**config.mk**
```make
export PLATFORM = sky130hd
export DESIGN_NAME = sp_pulse_regen
export DESIGN_NICKNAME = d
export VERILOG_FILES = /design/src/rtl/sp_pkg.sv /design/src/rtl/sp_sync.sv /design/src/rtl/sp_edge.sv /design/src/rtl/sp_timer.sv /design/src/rtl/sp_pulse_regen.sv
export SDC_FILE = /design/constraint.sdc
export NUM_CORES = 1
export LEC_CHECK = 0
export ABC_AREA = 1
export ABC_CLOCK_PERIOD_IN_PS = 1200
export BUFFER_PORTS_ARGS = -buffer_cell sky130_fd_sc_hd__buf_2
export CORE_MARGIN = 5
export CORE_UTILIZATION = 30
export CTS_BUF_LIST = sky130_fd_sc_hd__clkbuf_8
export DETAILED_ROUTE_END_ITERATION = 12
export PLACE_DENSITY = 0.6
export SYNTH_ARGS = -nofsm -noshare
export SYNTH_HDL_FRONTEND = slang
export SYNTH_SLANG_ARGS = --single-unit
export TNS_END_PERCENT = 100
```
**constraint.sdc**
```tcl
create_clock -name clk -period 1.2 [get_ports clk]
set_input_delay 0.12 -clock clk [delete_from_list [all_inputs] [get_ports clk]]
set_output_delay 0.12 -clock clk [all_outputs]
set_load 0.005 [all_outputs]
```
**src/rtl/sp_pkg.sv**
```systemverilog
package sp_pkg;

    typedef enum logic {
        EDGE_FALL = 1'b0,
        EDGE_RISE = 1'b1
    } edge_sel_e;

endpackage

```
**src/rtl/sp_sync.sv**
```systemverilog
module sp_sync #(
    parameter int STAGES = 2
) (
    input  logic clk,
    input  logic rst_n,
    input  logic d,
    output logic q
);

    typedef struct packed {
        logic [STAGES-1:0] chain;
    } sync_st_t;

    sync_st_t st_d, st_q;

    always_comb begin
        st_d = st_q;
        st_d.chain[0] = d;
        for (int i = 1; i < STAGES; i++) begin
            st_d.chain[i] = st_q.chain[i-1];
        end
    end

    always_ff @(posedge clk or negedge rst_n) begin
        if (!rst_n) begin
            st_q <= '0;
        end else begin
            st_q <= st_d;
        end
    end

    assign q = st_q.chain[STAGES-1];

endmodule

```
**src/rtl/sp_edge.sv**
```systemverilog
module sp_edge
    import sp_pkg::*;
(
    input  logic      clk,
    input  logic      rst_n,
    input  logic      lvl,
    input  edge_sel_e sel,
    output logic      hit
);

    typedef struct packed {
        logic prev;
    } edge_st_t;

    edge_st_t st_d, st_q;

    always_comb begin
        st_d = st_q;
        st_d.prev = lvl;
        if (sel == EDGE_RISE) begin
            hit = lvl & ~st_q.prev;
        end else begin
            hit = ~lvl & st_q.prev;
        end
    end

    always_ff @(posedge clk or negedge rst_n) begin
        if (!rst_n) begin
            st_q <= '0;
        end else begin
            st_q <= st_d;
        end
    end

    AST_NO_EDGE_REPEAT: assert property (@(posedge clk) disable iff (!rst_n)
        hit |=> !hit);

endmodule

```
**src/rtl/sp_timer.sv**
```systemverilog
module sp_timer #(
    parameter int DLY_W = 3
) (
    input  logic             clk,
    input  logic             rst_n,
    input  logic             clr,
    input  logic             hit,
    input  logic [DLY_W-1:0] dly,
    output logic             fire
);

    localparam logic [DLY_W-1:0] CNT_ONE  = DLY_W'(1);
    localparam logic [DLY_W-1:0] CNT_ZERO = '0;

    typedef struct packed {
        logic [DLY_W-1:0] cnt;
    } tmr_st_t;

    tmr_st_t st_d, st_q;

    always_comb begin
        st_d = st_q;
        fire = 1'b0;
        if (clr) begin
            st_d.cnt = CNT_ZERO;
        end else if (hit) begin
            fire     = (dly == CNT_ZERO);
            st_d.cnt = dly;
        end else if (st_q.cnt != CNT_ZERO) begin
            fire     = (st_q.cnt == CNT_ONE);
            st_d.cnt = st_q.cnt - CNT_ONE;
        end
    end

    always_ff @(posedge clk or negedge rst_n) begin
        if (!rst_n) begin
            st_q <= '0;
        end else begin
            st_q <= st_d;
        end
    end

    AST_COUNT_DOWN: assert property (@(posedge clk) disable iff (!rst_n)
        (!clr && !hit && st_q.cnt != CNT_ZERO) |=> (st_q.cnt == $past(st_q.cnt) - CNT_ONE));

    AST_RESTART: assert property (@(posedge clk) disable iff (!rst_n)
        (!clr && hit) |=> (st_q.cnt == $past(dly)));

    AST_CLEAR_IDLE: assert property (@(posedge clk) disable iff (!rst_n)
        clr |=> (st_q.cnt == CNT_ZERO));

    AST_IDLE_QUIET: assert property (@(posedge clk) disable iff (!rst_n)
        (st_q.cnt == CNT_ZERO && !hit) |-> !fire);

endmodule

```
**src/rtl/sp_pulse_regen.sv**
```systemverilog
module sp_pulse_regen
    import sp_pkg::*;
#(
    parameter int SYNC_STAGES = 2,
    parameter int DLY_W       = 3
) (
    input  logic             clk,
    input  logic             rst_n,
    input  logic             smp_in,
    input  logic             det_en,
    input  logic             edge_pol,
    input  logic [DLY_W-1:0] dly_sel,
    output logic             smp_out
);

    logic      lvl_sync;
    logic      edge_hit;
    logic      tmr_fire;
    edge_sel_e edge_sel;

    assign edge_sel = edge_sel_e'(edge_pol);

    sp_sync #(
        .STAGES (SYNC_STAGES)
    ) u_sync (
        .clk   (clk),
        .rst_n (rst_n),
        .d     (smp_in),
        .q     (lvl_sync)
    );

    sp_edge u_edge (
        .clk   (clk),
        .rst_n (rst_n),
        .lvl   (lvl_sync),
        .sel   (edge_sel),
        .hit   (edge_hit)
    );

    sp_timer #(
        .DLY_W (DLY_W)
    ) u_timer (
        .clk   (clk),
        .rst_n (rst_n),
        .clr   (!det_en),
        .hit   (edge_hit),
        .dly   (dly_sel),
        .fire  (tmr_fire)
    );

    always_comb begin
        if (det_en) begin
            smp_out = tmr_fire;
        end else begin
            smp_out = smp_in;
        end
    end

    AST_BYPASS: assert property (@(posedge clk) disable iff (!rst_n)
        !det_en |-> (smp_out == smp_in));

endmodule

```
==> summary.md <==
| Metric | Value |
|---|---|
| Largest net degree at the start of global routing | `7` |
| Max Buffers Root-to-Sink | `2` |
| WHS | `24.16 ps` |
| Syn-to-layout area delta | `51.52%` |
| Num Clock Sinks | `6` |
| First-pass GRT wire length | `around 1.5 mm` |
| DP Wirelength | `approximately 660 µm` |
| Net count after synthesis | `63` |
| Max cap viols | `0` |
| Worst Skew | `4.082 ps` |
| Nets@finish | `84` |
| Post-synth top area share | `between 30% and 40%` |
| H-tree level count | `1` |
| Routed wire length | `between 800 and 900 µm` |
| Pleak | `0.3250 nW` |
| DRC Markers | `0` |
| Die Width | `46.99 µm` |
| Crit path depth | `9` |
| Data arrival time of the worst path | `roughly 1400 ps` |
| Setup WS post-layout | `-284.9 ps` |
| Hold_sp | `smp_in` |
| Setup-failing EPs final | `4` |
| Register area | `~150 µm²` |
| HP Class | `in2reg` |
| Critical path class | `reg2out` |
| Die height | `~47 µm` |
| Total gr overflow | `0` |
| Synth cell types | `14` |
| Initial antenna violation count | `0` |
| Critical path destination | `smp_out` |
| Multi-input logic area | `around 260 µm²` |
| Synth top area cells | `dfrtp_1 37%, nand2_1 16%, ha_1 9.1%` |
| Final GP Congestion | `about 0.8` |
| Die area | `~2200 µm²` |
| Area of the core | `1301 µm²` |
| Crit-path max FO | `2` |
| Startpoint types | `flip-flop` |
| CP Launch Point | `u_timer.st_q[1]$_DFFE_PN0P_` |
| Flop and latch count out of synthesis | `6` |
| Root buf cell | `clkbuf_8` |
| Max-slew violation count | `0` |
| Netlist Area Pre-Place | `slightly above 400 µm²` |
| Critical R2R Launch | `u_timer.st_q[1]$_DFFE_PN0P_` |
| CP peak stage delay | `between 300 and 400 ps` |
| Max VDD drop | `approximately 0.99 mV` |
| I/O pin count | `9` |
| Failing checks | `negative setup slack` |
| Core Util, Final | `a little under half` |
| Worst flop-to-flop path endpoint | `u_timer.st_q[1]$_DFFE_PN0P_` |
| Outcome | `finished, violations left` |
| Ys Warns | `0` |
| Drt first pass iters | `2` |
| Final period util | `123.7%` |
| Filler cell count | `roughly 130` |
| CTS tree | `done` |
| FF-to-FF setup slack | `-170 ps` |
| Seq/Total Area, Yosys | `a little over a third` |
| Antenna Nets Post-Route | `0` |
| Num CTS Buffers | `3` |
| PD cells | `approximately 1900 nW/µm²` |
| Routed length per instance | `10.19 µm` |
| Post-Syn Instances | `52` |
| Period minus WS final | `approximately 1500 ps` |
| Port bufs | `8` |
| Depth of the worst register-to-register path | `11` |
| Top delay family on crit path | `flip-flops` |
| Setup TNS Final | `-738.3 ps` |
| Place WS | `-115.1 ps` |
| Diode count | `0` |
| Worst Path Required | `~1100 ps` |
| Worst-path clk slew | `40 ps` |
| Tot GR Track Use | `10.05%` |
| Area leader, netlist | `dfrtp_1` |
| Slew margin rel. | `89.24%` |
| Core Rows | `13` |
| Vias in the first global route | `roughly 360` |
| RSZ-0062 raised after global routing | `yes` |
| Via/cell ratio | `about 4.5` |
| Clk Latency, worst-skew pair | `220 ps` |
| Vias | `387` |
| Layout cell share with drive strength beyond 1 | `about half` |
| Most used cell along the critical path | `nand2_1` |
| Synth Area per Inst | `between 7 and 8 µm²` |
| FMAX | `673.5 MHz` |
| Crit end category | `primary output` |
| Final Hold Fails | `0` |
| Initial Utilization | `31.54%` |
| Initial DRC count | `4` |
| Slowest stage cell, crit path | `dfrtp_1` |
| Worst-Margin Slew | `around 160 ps` |
| Crit path buf inv count | `2` |
| CP cell instances | `inv_2, ha_4, ha_4, nor2_2, nand3_1, nand2_1, nand2_1, nand2_1, buf_2` |
## cells in the mapped netlist
master,count
inv_2,3
nand3b_1,1
nand2_1,17
nand3_1,6
inv_1,8
nor2_1,1
nand2_2,1
nor3_1,1
o21ai_2,1
dfrtp_1,6
nand3_2,1
ha_1,3
nand2_4,1
nand3_4,2
## how the worst min path moves through the flow
stage / to / slack, ps / cells after the start
finish: u_sync.st_q[0]$_DFF_PN0_ / 20 / 1
global route: u_sync.st_q[0]$_DFF_PN0_ / 30 / 1
CTS: u_sync.st_q[0]$_DFF_PN0_ / 20 / 1
detailed placement: u_sync.st_q[0]$_DFF_PN0_ / -50 / 1
global placement: u_sync.st_q[0]$_DFF_PN0_ / -50 / 1
floorplan: u_edge.st_q$_DFF_PN0_ / -180 / 0
## logic make-up (layout without fill, tap and decap cells)
family                     after synthesis  count (layout)  share of synthesized area [%]
and+or+nand+nor                         31              31                          42.07
adders and majority gates                3               3                          9.147
buffers and inverters                   11              30                          10.06
DFF                                      6               6                          36.58
AOI/OAI and AO/OA                        1               1                          2.135
## what timing repair did
item                       in CTS  in global routing
hold buffers                    1                  0
setup buffers                   1                  1
hold endpoints to repair        6                  0
gates resized for setup         4                  8
pin swaps                       1                  4
setup endpoints to repair       4                  4
## worst reg2reg max path, cell delays in order, from the launching register on
cell     delay (ps)
dfrtp_1         380
inv_2            90
ha_4            140
ha_4            130
buf_4           100
nand2_1          50
inv_2            70
nand3_2          70
nand2_2          90
inv_2            40
nand2_1          50
nand2_1          40
## power by group
part / internal [mW] / switching (mW) / total (mW)
Combinational: 0.312 / 0.272 / 0.583
Sequential: 0.250 / 0.0277 / 0.277
Clock: 0.215 / 0.0850 / 0.300
Total: 0.776 / 0.385 / 1.16
## cell usage in the layout (no fill, tap or decap), types with 2 or more instances in the layout
master    netlist  final
ha_4            0      3
buf_4           0      6
nand2_1        17     15
inv_2           3      6
dfrtp_1         6      6
buf_2           0      8
inv_1           8      5
nand3_1         6      6
clkbuf_8        0      3
nand2_2         1      3
nand3_4         2      2
## stage by stage
stage	cell area, µm²	cells	power, mW
6_report	621.8	86	1.161
5_1_grt	621.8	86	1.279
4_1_cts	570.5	85	1.028
3_5_place_dp	506.7	80	0.6871
3_3_place_gp	506.7	80	0.6819
2_1_floorplan	410.4	52	0.5217
## registers in the layout, summed over array words and instances (netlist names)
signal and flops:
u_sync.st_q 2, u_edge.st_q 1, u_timer.st_q 3
## routing by layer
layer	track usage, %	share of wire, %	up-vias
met5	0	0	-
met4	6.630	2.2	0
met3	4.598	5.4	4
met2	14.91	51	9
met1	11.57	41	176
li1	-	-	198
## layout make-up
type,count,share of cell area (%)
clock buffer,3,6.640
inverter,11,6.640
multi-input combinational,35,42.45
sequential,6,24.14
tap,15,3.018
timing repair buffer,16,17.10
(Power assumes the default switching activity.)
